--- src/rtl/exc_pkg.sv ---
package exc_pkg;
   // Source index doubles as priority rank: lower index wins.
   typedef enum logic [2:0] {
      SRC_RESET = 3'd0,
      SRC_NMI   = 3'd1,
      SRC_IRQ   = 3'd2,
      SRC_ABORT = 3'd3,
      SRC_TRAP  = 3'd4
   } exc_src_e;

   localparam int HW_SRCS = 4;
endpackage

--- src/rtl/exc_pending.sv ---
module exc_pending #(
   parameter int NSRC     = 4,
   parameter bit POR_PEND = 1'b1
) (
   input  logic            clk,
   input  logic            rst_n,
   input  logic [NSRC-1:0] set_i,
   input  logic [NSRC-1:0] clr_i,
   output logic [NSRC-1:0] pend_o
);
   for (genvar g = 0; g < NSRC; g++) begin : g_bit
      // Bit 0 is the reset source; it may come out of reset already pending.
      localparam logic RST_VAL = (g == 0) ? POR_PEND : 1'b0;
      logic q;
      always_ff @(posedge clk or negedge rst_n) begin
         if (!rst_n)          q <= RST_VAL;
         else if (set_i[g])   q <= 1'b1;   // a fresh request outranks the clear
         else if (clr_i[g])   q <= 1'b0;
      end
      assign pend_o[g] = q;
   end
endmodule

--- src/rtl/exc_arbiter.sv ---
module exc_arbiter
   import exc_pkg::*;
#(
   parameter int NSRC = 4
) (
   input  logic [NSRC-1:0] pend_i,
   input  logic            irq_masked_i,
   output exc_src_e        src_o,
   output logic [NSRC-1:0] take_o
);
   logic [NSRC-1:0] elig;

   always_comb begin
      elig = pend_i;
      elig[int'(SRC_IRQ)] = pend_i[int'(SRC_IRQ)] & ~irq_masked_i;
      take_o = '0;
      src_o  = SRC_TRAP;
      // Walk from lowest rank up so the highest-priority eligible source is kept last.
      for (int i = NSRC - 1; i >= 0; i--) begin
         if (elig[i]) begin
            take_o    = '0;
            take_o[i] = 1'b1;
            src_o     = exc_src_e'(3'(i));
         end
      end
   end
endmodule

--- src/rtl/exc_frame.sv ---
module exc_frame
   import exc_pkg::*;
#(
   parameter int PC_W    = 16,
   parameter int BANK_W  = 8,
   parameter int STAT_W  = 8,
   parameter int OP_W    = 8,
   parameter int VEC_W   = 16,
   parameter int BRK_BIT = 4,
   parameter logic [VEC_W-1:0] V_RESET  = 16'hFFFC,
   parameter logic [VEC_W-1:0] V_NMI_E  = 16'hFFFA,
   parameter logic [VEC_W-1:0] V_NMI_N  = 16'hFFEA,
   parameter logic [VEC_W-1:0] V_IRQ_E  = 16'hFFFE,
   parameter logic [VEC_W-1:0] V_IRQ_N  = 16'hFFEE,
   parameter logic [VEC_W-1:0] V_ABT_E  = 16'hFFF8,
   parameter logic [VEC_W-1:0] V_ABT_N  = 16'hFFE8,
   parameter logic [VEC_W-1:0] V_BRK_E  = 16'hFFFE,
   parameter logic [VEC_W-1:0] V_BRK_N  = 16'hFFE6,
   parameter logic [VEC_W-1:0] V_COP_E  = 16'hFFF4,
   parameter logic [VEC_W-1:0] V_COP_N  = 16'hFFE4,
   localparam int FRAME_W   = BANK_W + PC_W + STAT_W,
   localparam int NAT_BYTES = FRAME_W / 8,
   localparam int EMU_BYTES = (PC_W + STAT_W) / 8,
   localparam int BYTES_W   = $clog2(NAT_BYTES + 1)
) (
   input  logic               clk,
   input  logic               rst_n,
   input  logic               load_i,
   input  exc_src_e           src_i,
   input  logic               emu_i,
   input  logic [STAT_W-1:0]  stat_i,
   input  logic [PC_W-1:0]    pc_i,
   input  logic [BANK_W-1:0]  bank_i,
   input  logic [OP_W-1:0]    op_i,
   output logic               done_o,
   output logic [VEC_W-1:0]   vec_o,
   output logic [FRAME_W-1:0] frame_o,
   output logic [BYTES_W-1:0] bytes_o,
   output logic               skip_o,
   output logic               bclr_o,
   output logic               idis_o,
   output logic               abrt_o,
   output logic               mrst_o
);
   localparam logic [STAT_W-1:0] BRK_MASK = STAT_W'(1) << BRK_BIT;

   logic               is_brk;
   logic [VEC_W-1:0]   vec_n;
   logic [FRAME_W-1:0] frame_n;
   logic [BYTES_W-1:0] bytes_n;

   assign is_brk = (src_i == SRC_TRAP) && (op_i == '0);

   always_comb begin
      unique case (src_i)
         SRC_RESET: vec_n = V_RESET;
         SRC_NMI:   vec_n = emu_i ? V_NMI_E : V_NMI_N;
         SRC_IRQ:   vec_n = emu_i ? V_IRQ_E : V_IRQ_N;
         SRC_ABORT: vec_n = emu_i ? V_ABT_E : V_ABT_N;
         default:   vec_n = is_brk ? (emu_i ? V_BRK_E : V_BRK_N)
                                   : (emu_i ? V_COP_E : V_COP_N);
      endcase
      if (emu_i) begin
         frame_n = {{BANK_W{1'b0}}, pc_i, stat_i | (is_brk ? BRK_MASK : '0)};
         bytes_n = BYTES_W'(EMU_BYTES);
      end else begin
         frame_n = {bank_i, pc_i, stat_i};
         bytes_n = BYTES_W'(NAT_BYTES);
      end
   end

   // Result registers hold until the next entry.
   always_ff @(posedge clk or negedge rst_n) begin
      if (!rst_n) begin
         vec_o   <= '0;
         frame_o <= '0;
         bytes_o <= '0;
      end else if (load_i) begin
         vec_o   <= vec_n;
         frame_o <= frame_n;
         bytes_o <= bytes_n;
      end
   end

   // Strobes last exactly one cycle.
   always_ff @(posedge clk or negedge rst_n) begin
      if (!rst_n) begin
         done_o <= 1'b0;
         skip_o <= 1'b0;
         bclr_o <= 1'b0;
         idis_o <= 1'b0;
         abrt_o <= 1'b0;
         mrst_o <= 1'b0;
      end else begin
         done_o <= load_i;
         skip_o <= load_i & emu_i;
         bclr_o <= load_i & ~emu_i;
         idis_o <= load_i;
         abrt_o <= load_i & (src_i == SRC_ABORT);
         mrst_o <= load_i & (src_i == SRC_RESET);
      end
   end
endmodule

--- src/rtl/exc_vector_unit.sv ---
module exc_vector_unit
   import exc_pkg::*;
#(
   parameter int PC_W      = 16,
   parameter int BANK_W    = 8,
   parameter int STAT_W    = 8,
   parameter int OP_W      = 8,
   parameter int VEC_W     = 16,
   parameter int ADDR_W    = 24,
   parameter int IFLAG_BIT = 2,
   parameter int BRK_BIT   = 4,
   parameter bit POR_PEND  = 1'b1,
   localparam int FRAME_W  = BANK_W + PC_W + STAT_W,
   localparam int BYTES_W  = $clog2(FRAME_W / 8 + 1)
) (
   input  logic               clk,
   input  logic               rst_n,
   input  logic               reset_req,
   input  logic               nmi_req,
   input  logic               irq_req,
   input  logic               abort_req,
   input  logic               entry_req,
   input  logic               emu_mode,
   input  logic [STAT_W-1:0]  status,
   input  logic [PC_W-1:0]    pc,
   input  logic [BANK_W-1:0]  pbank,
   input  logic [OP_W-1:0]    opcode,
   input  logic               wai_idle,
   input  logic               stp_idle,
   output logic               entry_done,
   output logic [VEC_W-1:0]   vector,
   output logic [FRAME_W-1:0] frame,
   output logic [BYTES_W-1:0] frame_bytes,
   output logic               skip_step,
   output logic               pbank_clear,
   output logic               set_idisable,
   output logic               abort_restore,
   output logic               mode_reset,
   output logic               idle_nop,
   output logic [ADDR_W-1:0]  idle_addr
);
   if (IFLAG_BIT >= STAT_W || BRK_BIT >= STAT_W) begin : g_bad_bits
      $error("flag bit positions must lie inside the status byte");
   end
   if ((FRAME_W % 8) != 0 || ((PC_W + STAT_W) % 8) != 0) begin : g_bad_frame
      $error("frame fields must pack into whole bytes");
   end
   if (HW_SRCS < 4) begin : g_bad_srcs
      $error("four hardware sources are required");
   end

   logic [HW_SRCS-1:0] req_vec, pend, take, clr;
   exc_src_e           src;
   logic               wai_wake, stp_wake;

   assign req_vec = {abort_req, irq_req, nmi_req, reset_req};
   assign clr     = entry_req ? take : '0;

   exc_pending #(.NSRC(HW_SRCS), .POR_PEND(POR_PEND)) u_pend (
      .clk    (clk),
      .rst_n  (rst_n),
      .set_i  (req_vec),
      .clr_i  (clr),
      .pend_o (pend)
   );

   exc_arbiter #(.NSRC(HW_SRCS)) u_arb (
      .pend_i       (pend),
      .irq_masked_i (status[IFLAG_BIT]),
      .src_o        (src),
      .take_o       (take)
   );

   exc_frame #(
      .PC_W(PC_W), .BANK_W(BANK_W), .STAT_W(STAT_W), .OP_W(OP_W),
      .VEC_W(VEC_W), .BRK_BIT(BRK_BIT)
   ) u_frame (
      .clk     (clk),
      .rst_n   (rst_n),
      .load_i  (entry_req),
      .src_i   (src),
      .emu_i   (emu_mode),
      .stat_i  (status),
      .pc_i    (pc),
      .bank_i  (pbank),
      .op_i    (opcode),
      .done_o  (entry_done),
      .vec_o   (vector),
      .frame_o (frame),
      .bytes_o (frame_bytes),
      .skip_o  (skip_step),
      .bclr_o  (pbank_clear),
      .idis_o  (set_idisable),
      .abrt_o  (abort_restore),
      .mrst_o  (mode_reset)
   );

   // Wait state ends on reset or either interrupt, masked or not; stop ends on reset only.
   assign wai_wake  = pend[int'(SRC_RESET)] | pend[int'(SRC_NMI)] | pend[int'(SRC_IRQ)];
   assign stp_wake  = pend[int'(SRC_RESET)];
   assign idle_nop  = (wai_idle & ~wai_wake) | (stp_idle & ~stp_wake);
   assign idle_addr = {ADDR_W{idle_nop}};
endmodule

--- config.mk ---
export PLATFORM = sky130hd
export DESIGN_NAME = exc_vector_unit
export DESIGN_NICKNAME = d
export VERILOG_FILES = /design/src/rtl/exc_pkg.sv /design/src/rtl/exc_pending.sv /design/src/rtl/exc_arbiter.sv /design/src/rtl/exc_frame.sv /design/src/rtl/exc_vector_unit.sv
export SDC_FILE = /design/constraint.sdc
export NUM_CORES = 1
export LEC_CHECK = 0
export ABC_CLOCK_PERIOD_IN_PS = 1800
export BUFFER_PORTS_ARGS = -buffer_cell sky130_fd_sc_hd__buf_2
export CAP_MARGIN = 20
export CORE_ASPECT_RATIO = 1.2
export CORE_MARGIN = 4
export CORE_UTILIZATION = 30
export DETAILED_ROUTE_END_ITERATION = 8
export PLACE_DENSITY = 0.72
export SLEW_MARGIN = 15
export SYNTH_ARGS = -nofsm -noshare
export SYNTH_HDL_FRONTEND = slang
export SYNTH_SLANG_ARGS = --single-unit
--- constraint.sdc ---
create_clock -name clk -period 1.8 [get_ports clk]
set_input_delay 0.36 -clock clk [delete_from_list [all_inputs] [get_ports clk]]
set_output_delay 0.36 -clock clk [all_outputs]
set_load 0.05 [all_outputs]
Yosys cells after proc, flatten, opt, wreduce, memory -nomap -nowiden
Cells that the tools add are included.
- word-level logic and storage cells: 65
- output and inout port bits: 82
- flip-flop bits (word level): 60
- bitwise operators: 15
- mux-type cells: 27
- eq/ne operators: 4
- reductions and logical operators: 7
- operators with widths (operator ; number):
    $pmux 16 s4 ; 1
    $mux 32 ; 1
    $mux 5 ; 6
    $mux 4 ; 5
    $mux 16 ; 1
    $mux 3 ; 5
    $logic_not 8->1 ; 1
    $mux 1 ; 8
    $or 8x8->8 ; 1
    $reduce_bool 2->1 ; 4
    $and 1x1->1 ; 7
    $eq 3x2->1 const B ; 2
    $not 1->1 ; 4
    $eq 3x1->1 const B ; 1
    $eq 3x3->1 const B ; 1
    $logic_not 3->1 ; 1
    $or 1x1->1 ; 3
    $logic_and 1x1->1 ; 1

Longest topological paths before layout
- depth in word-level cells: 10
- gate-level depth with buffers: 4

By module
Synthesis repeated with hierarchy kept, for this count alone.
- cells, all modules: 185
- area, all modules: 2343.5 um^2
- modules (own cells, without submodules) (module ; seq. area each (um^2) ; area an instance (um^2) ; times used ; cells each):
    exc_frame ; 1101.1 ; 1859.3 ; 1 ; 127
    exc_vector_unit ; 0.0 ; 222.7 ; 1 ; 31
    exc_pending ; 101.3 ; 176.4 ; 1 ; 16
    exc_arbiter ; 0.0 ; 85.1 ; 1 ; 11

Worst setup path before layout
Ideal clock, no wire load.
- kind: register to output
- start: register u_pend.g_bit[1].q
- end: output port idle_addr[0]
- data arrival time: 2.371 ns
- path slack: -0.931 ns
- cell stages (with the launch flop): 5
- data required time: 1.440 ns
- path through: dfrtp_1 > nor2_1 > a21oi_1 > nor2_1 > buf_4
- word-level cells in the longest chain between the ends: 5
- RTL lines (item ; RTL line ; RTL):
    from (decl) ; exc_pending.sv:14 ; logic q;
    from (signal assigned) ; exc_pending.sv:16 ; if (!rst_n) q <= RST_VAL;
    from (signal assigned) ; exc_pending.sv:17 ; else if (set_i[g]) q <= 1'b1;
    from (signal assigned) ; exc_pending.sv:18 ; else if (clr_i[g]) q <= 1'b0;
    $or 1x1->1 (2 in a row) ; exc_vector_unit.sv:99 ; assign wai_wake = pend[int'(SRC_RESET)] | pend[int'(SRC_NMI)] | pend[int'(SRC_IRQ)];
    $not 1->1 ; exc_vector_unit.sv:101 ; assign idle_nop = (wai_idle & ~wai_wake) | (stp_idle & ~stp_wake);
    $and 1x1->1 ; exc_vector_unit.sv:101 ;
    $or 1x1->1 ; exc_vector_unit.sv:101 ;
    to (decl) ; exc_vector_unit.sv:40 ; output logic [ADDR_W-1:0] idle_addr
No other way between the ends.

Final worst setup path
- start: register u_pend.g_bit[2].q
- end: output port idle_nop
- word-level cells in the longest chain between the ends: 4
- RTL lines (item ; RTL line ; RTL):
    from (decl) ; exc_pending.sv:14 ;
    from (signal assigned) ; exc_pending.sv:16 ;
    from (signal assigned) ; exc_pending.sv:17 ;
    from (signal assigned) ; exc_pending.sv:18 ;
    $or 1x1->1 ; exc_vector_unit.sv:99 ;
    $not 1->1 ; exc_vector_unit.sv:101 ;
    $and 1x1->1 ; exc_vector_unit.sv:101 ;
    $or 1x1->1 ; exc_vector_unit.sv:101 ;
    to (decl) ; exc_vector_unit.sv:39 ; output logic idle_nop,
No other way between the ends.

==> impl_metrics.csv <==
group,metric,value,unit
placed_design,dp_slack,0.188,ns
timing,layout_setup_ws,0.0125,ns
die,core_area,6940,sq um
logic_synthesis,ys_seq_area_frac,0.555,
outcome,status,"finished, final reports clean",
global_routing,grt_pass1_vias,1541,
finish,finish.cell_count_without_fillers,369,
route,routed_wl,5250,microns
setup_path,setup.worst_path.start_class,"flip-flop",
finish,insertedDiodeCount,0,
route,drc_errors,0,
route,num_vias,1634,
job,drv_cap,0,
cts,cts_buffers,5,
die,rows,33,
timing,maxSlewViolCount,0,
cts,cts_tree,"yes",
logic_synthesis,avgSynthCellArea,12.3,sq um
timing,slew_headroom,0.644,
power_and_ir_drop,max-vdd-ir-drop,0.301,mV
setup_path,r2r_slack,0.42,ns
finish,final_util,0.437,
die,die_h,101,microns
logic_synthesis,syn-instance-count,177,
timing,hold_viol,0,
logic_synthesis,synthArstFlopShare,1.00,
setup_path,crit_type,"reg2out",
cts,worstSkewPairLatency,0.29,ns
logic_synthesis,ys_ff_latch,48,
route,drt_iter0_markers,36,
die,die_area,8660,sq um
die,io_pins,132,
power_and_ir_drop,power_density,930,nW/um^2
finish,layout_commonest_cell,"buf_2",
route,dr.pass1.iters,4,
finish,nets,331,
placed_design,io_buffers,130,
placed_design,dp.cells,356,
timing,hold-worst-slack,0.0310,ns
cts,htree_num_levels,2,
setup_path,critical_path.max_fanout,6,
setup_path,worst_ep_required_time,1.44,ns
die,start_util,0.313,
global_routing,grt_max_degree,25,
cts,clk_pin_slew,0.09,ns
logic_synthesis,synth-edff-count,0,
setup_path,rr_startpoint,"u_pend.g_bit[0].q",
finish,drive_above_1_share,0.638,
timing,finalCritPeriodShare,0.993,
logic_synthesis,ys.flop_type,"dfrtp_1",
die,die-width,85.6,microns
timing,finalSetupViolCount,0,
cts,cts.sinks,48,
timing,min_period,1.79,ns
route,wire_per_inst,14.2,microns
logic_synthesis,synth_cell_type_count,35,
route,final_antenna_net_count,0,
power_and_ir_drop,p_leak,1.49,nW
finish,area_delta_synth_final,39.9,%
finish,final_cell_mix,"105 x buf_2, 47 x dfrtp_1, 23 x mux2_2, 15 x buf_4",
timing,skew,0.0116,ns
global_routing,overflow,0,
timing,tightest_slew,0.530,ns
timing,rsz0062_at_grt,"yes",
placed_design,dpl.hpwl,3960,microns
setup_path,cp.arrival,1.43,ns
logic_synthesis,syn_area,2170,sq um
global_routing,grt_usage,0.115,
cts,clock_tree.root_cell,"clkbuf_8",
cts,cts_hold_buf,0,
route,avgViaCountPerCell,4.43,
timing,fmax,559,MHz
logic_synthesis,syn-num-nets,227,
global_routing,grt_pass1_wl,7800,microns
setup_path,endpoint_kind,"output pin",
placed_design,gp_congestion,0.681,
cts,clock_path_buffers,2,
setup_path,r2r-end,"u_frame.vec_o[1]",
global_routing,grt_antenna_before_repair,0,
min_path,min_path_type,"in2async",
setup_path,rr_worst_depth,3,
logic_synthesis,yosys_warnings,0,
-- where the power goes --
part	leakage [nW]	switching (mW)	internal, mW
Combinational	0.876	0.595	0.255
Sequential	0.561	0.0482	1.17
Clock	0.0552	0.343	0.413
-- metrics by stage --
| step | total power [mW] | setup TNS [ns] | area, sq um |
|---|---|---|---|
| global placement | 2.01 | 0 | 2670 |
| finish | 2.82 | 0 | 3030 |
| global route | 2.97 | -0.580 | 3030 |
| CTS | 2.82 | -0.704 | 2860 |
| floorplan | 1.83 | -0.175 | 2180 |
| detailed placement | 2.02 | 0 | 2670 |
-- state kept, by name, summed over array words and instances, names as in the netlist --
name and flops:
u_frame.abrt_o 1, u_frame.bclr_o 1, u_frame.bytes_o 2, u_frame.done_o 1, u_frame.frame_o 32, u_frame.mrst_o 1, u_frame.skip_o 1, u_frame.vec_o 5
u_pend.g_bit.q 4
-- routing by layer --
layer	share of wire	GRT usage	routed length [microns]	up-vias
met2	0.51	0.198	2690	81
met4	0.014	0.0341	75	0
met1	0.37	0.136	1950	776
met3	0.10	0.0374	531	7
met5	0	0	0	-
li1	-	-	-	770
-- kinds of logic after synthesis --
| group | count (synthesis) | synth area share |
|---|---|---|
| other cells | 1 | 0.00173 |
| simple gates | 29 | 0.0814 |
| flops | 48 | 0.555 |
| compound gates | 21 | 0.0687 |
| buf+inv | 54 | 0.170 |
| mux | 24 | 0.124 |
-- repair_timing --
item	CTS	global route
pin swaps	2	4
resized for setup	27	31
hold endpoints to repair	0	0
gates cloned	2	1
endpoints found under the setup margin	25	25
setup buffers	0	6
-- Yosys cell counts, types with 2 or more instances --
master	number	area (sq um)
nor3_1	2	10.0
nand3b_1	7	52.6
inv_1	10	37.5
a21oi_1	2	10.0
nor2_1	8	30.0
nor4_1	2	12.5
nand2_1	2	7.51
mux2_2	23	259
dfrtp_1	47	1180
clkbuf_1	2	7.51
o21ai_0	7	35.0
buf_4	38	285
a21o_1	4	30.0
nand2b_1	2	12.5
-- how the worst max path moves through the flow --
stage | from | to | slack, ns | cells past startpoint
6_report | u_pend.g_bit[2].q | idle_nop | 0.01 | 5
5_1_grt | u_pend.g_bit[2].q | idle_nop | -0.05 | 5
4_1_cts | u_pend.g_bit[1].q | idle_addr[18] | -0.04 | 4
3_5_place_dp | u_pend.g_bit[2].q | idle_addr[7] | 0.19 | 4
3_3_place_gp | u_pend.g_bit[2].q | idle_addr[17] | 0.21 | 4
2_1_floorplan | u_pend.g_bit[1].q | idle_addr[0] | -0.007 | 4
-- layout make-up --
type / count / area, sq um
clock inverter: 2 / 35.0
inverter: 11 / 41.3
timing repair buffer: 137 / 911
multi-input combinational: 78 / 658
sequential: 48 / 1210
tap: 87 / 109
fill: 683 / 3900
clock buffer: 6 / 72.6
-- worst max-delay path: stages (launching register included) --
cell and delay [ns]:
dfrtp_1 0.41, nor2_4 0.06, a21oi_4 0.30, nor2_4 0.08, buf_12 0.15, buf_6 0.15
Power figures use the tool's default switching activity.
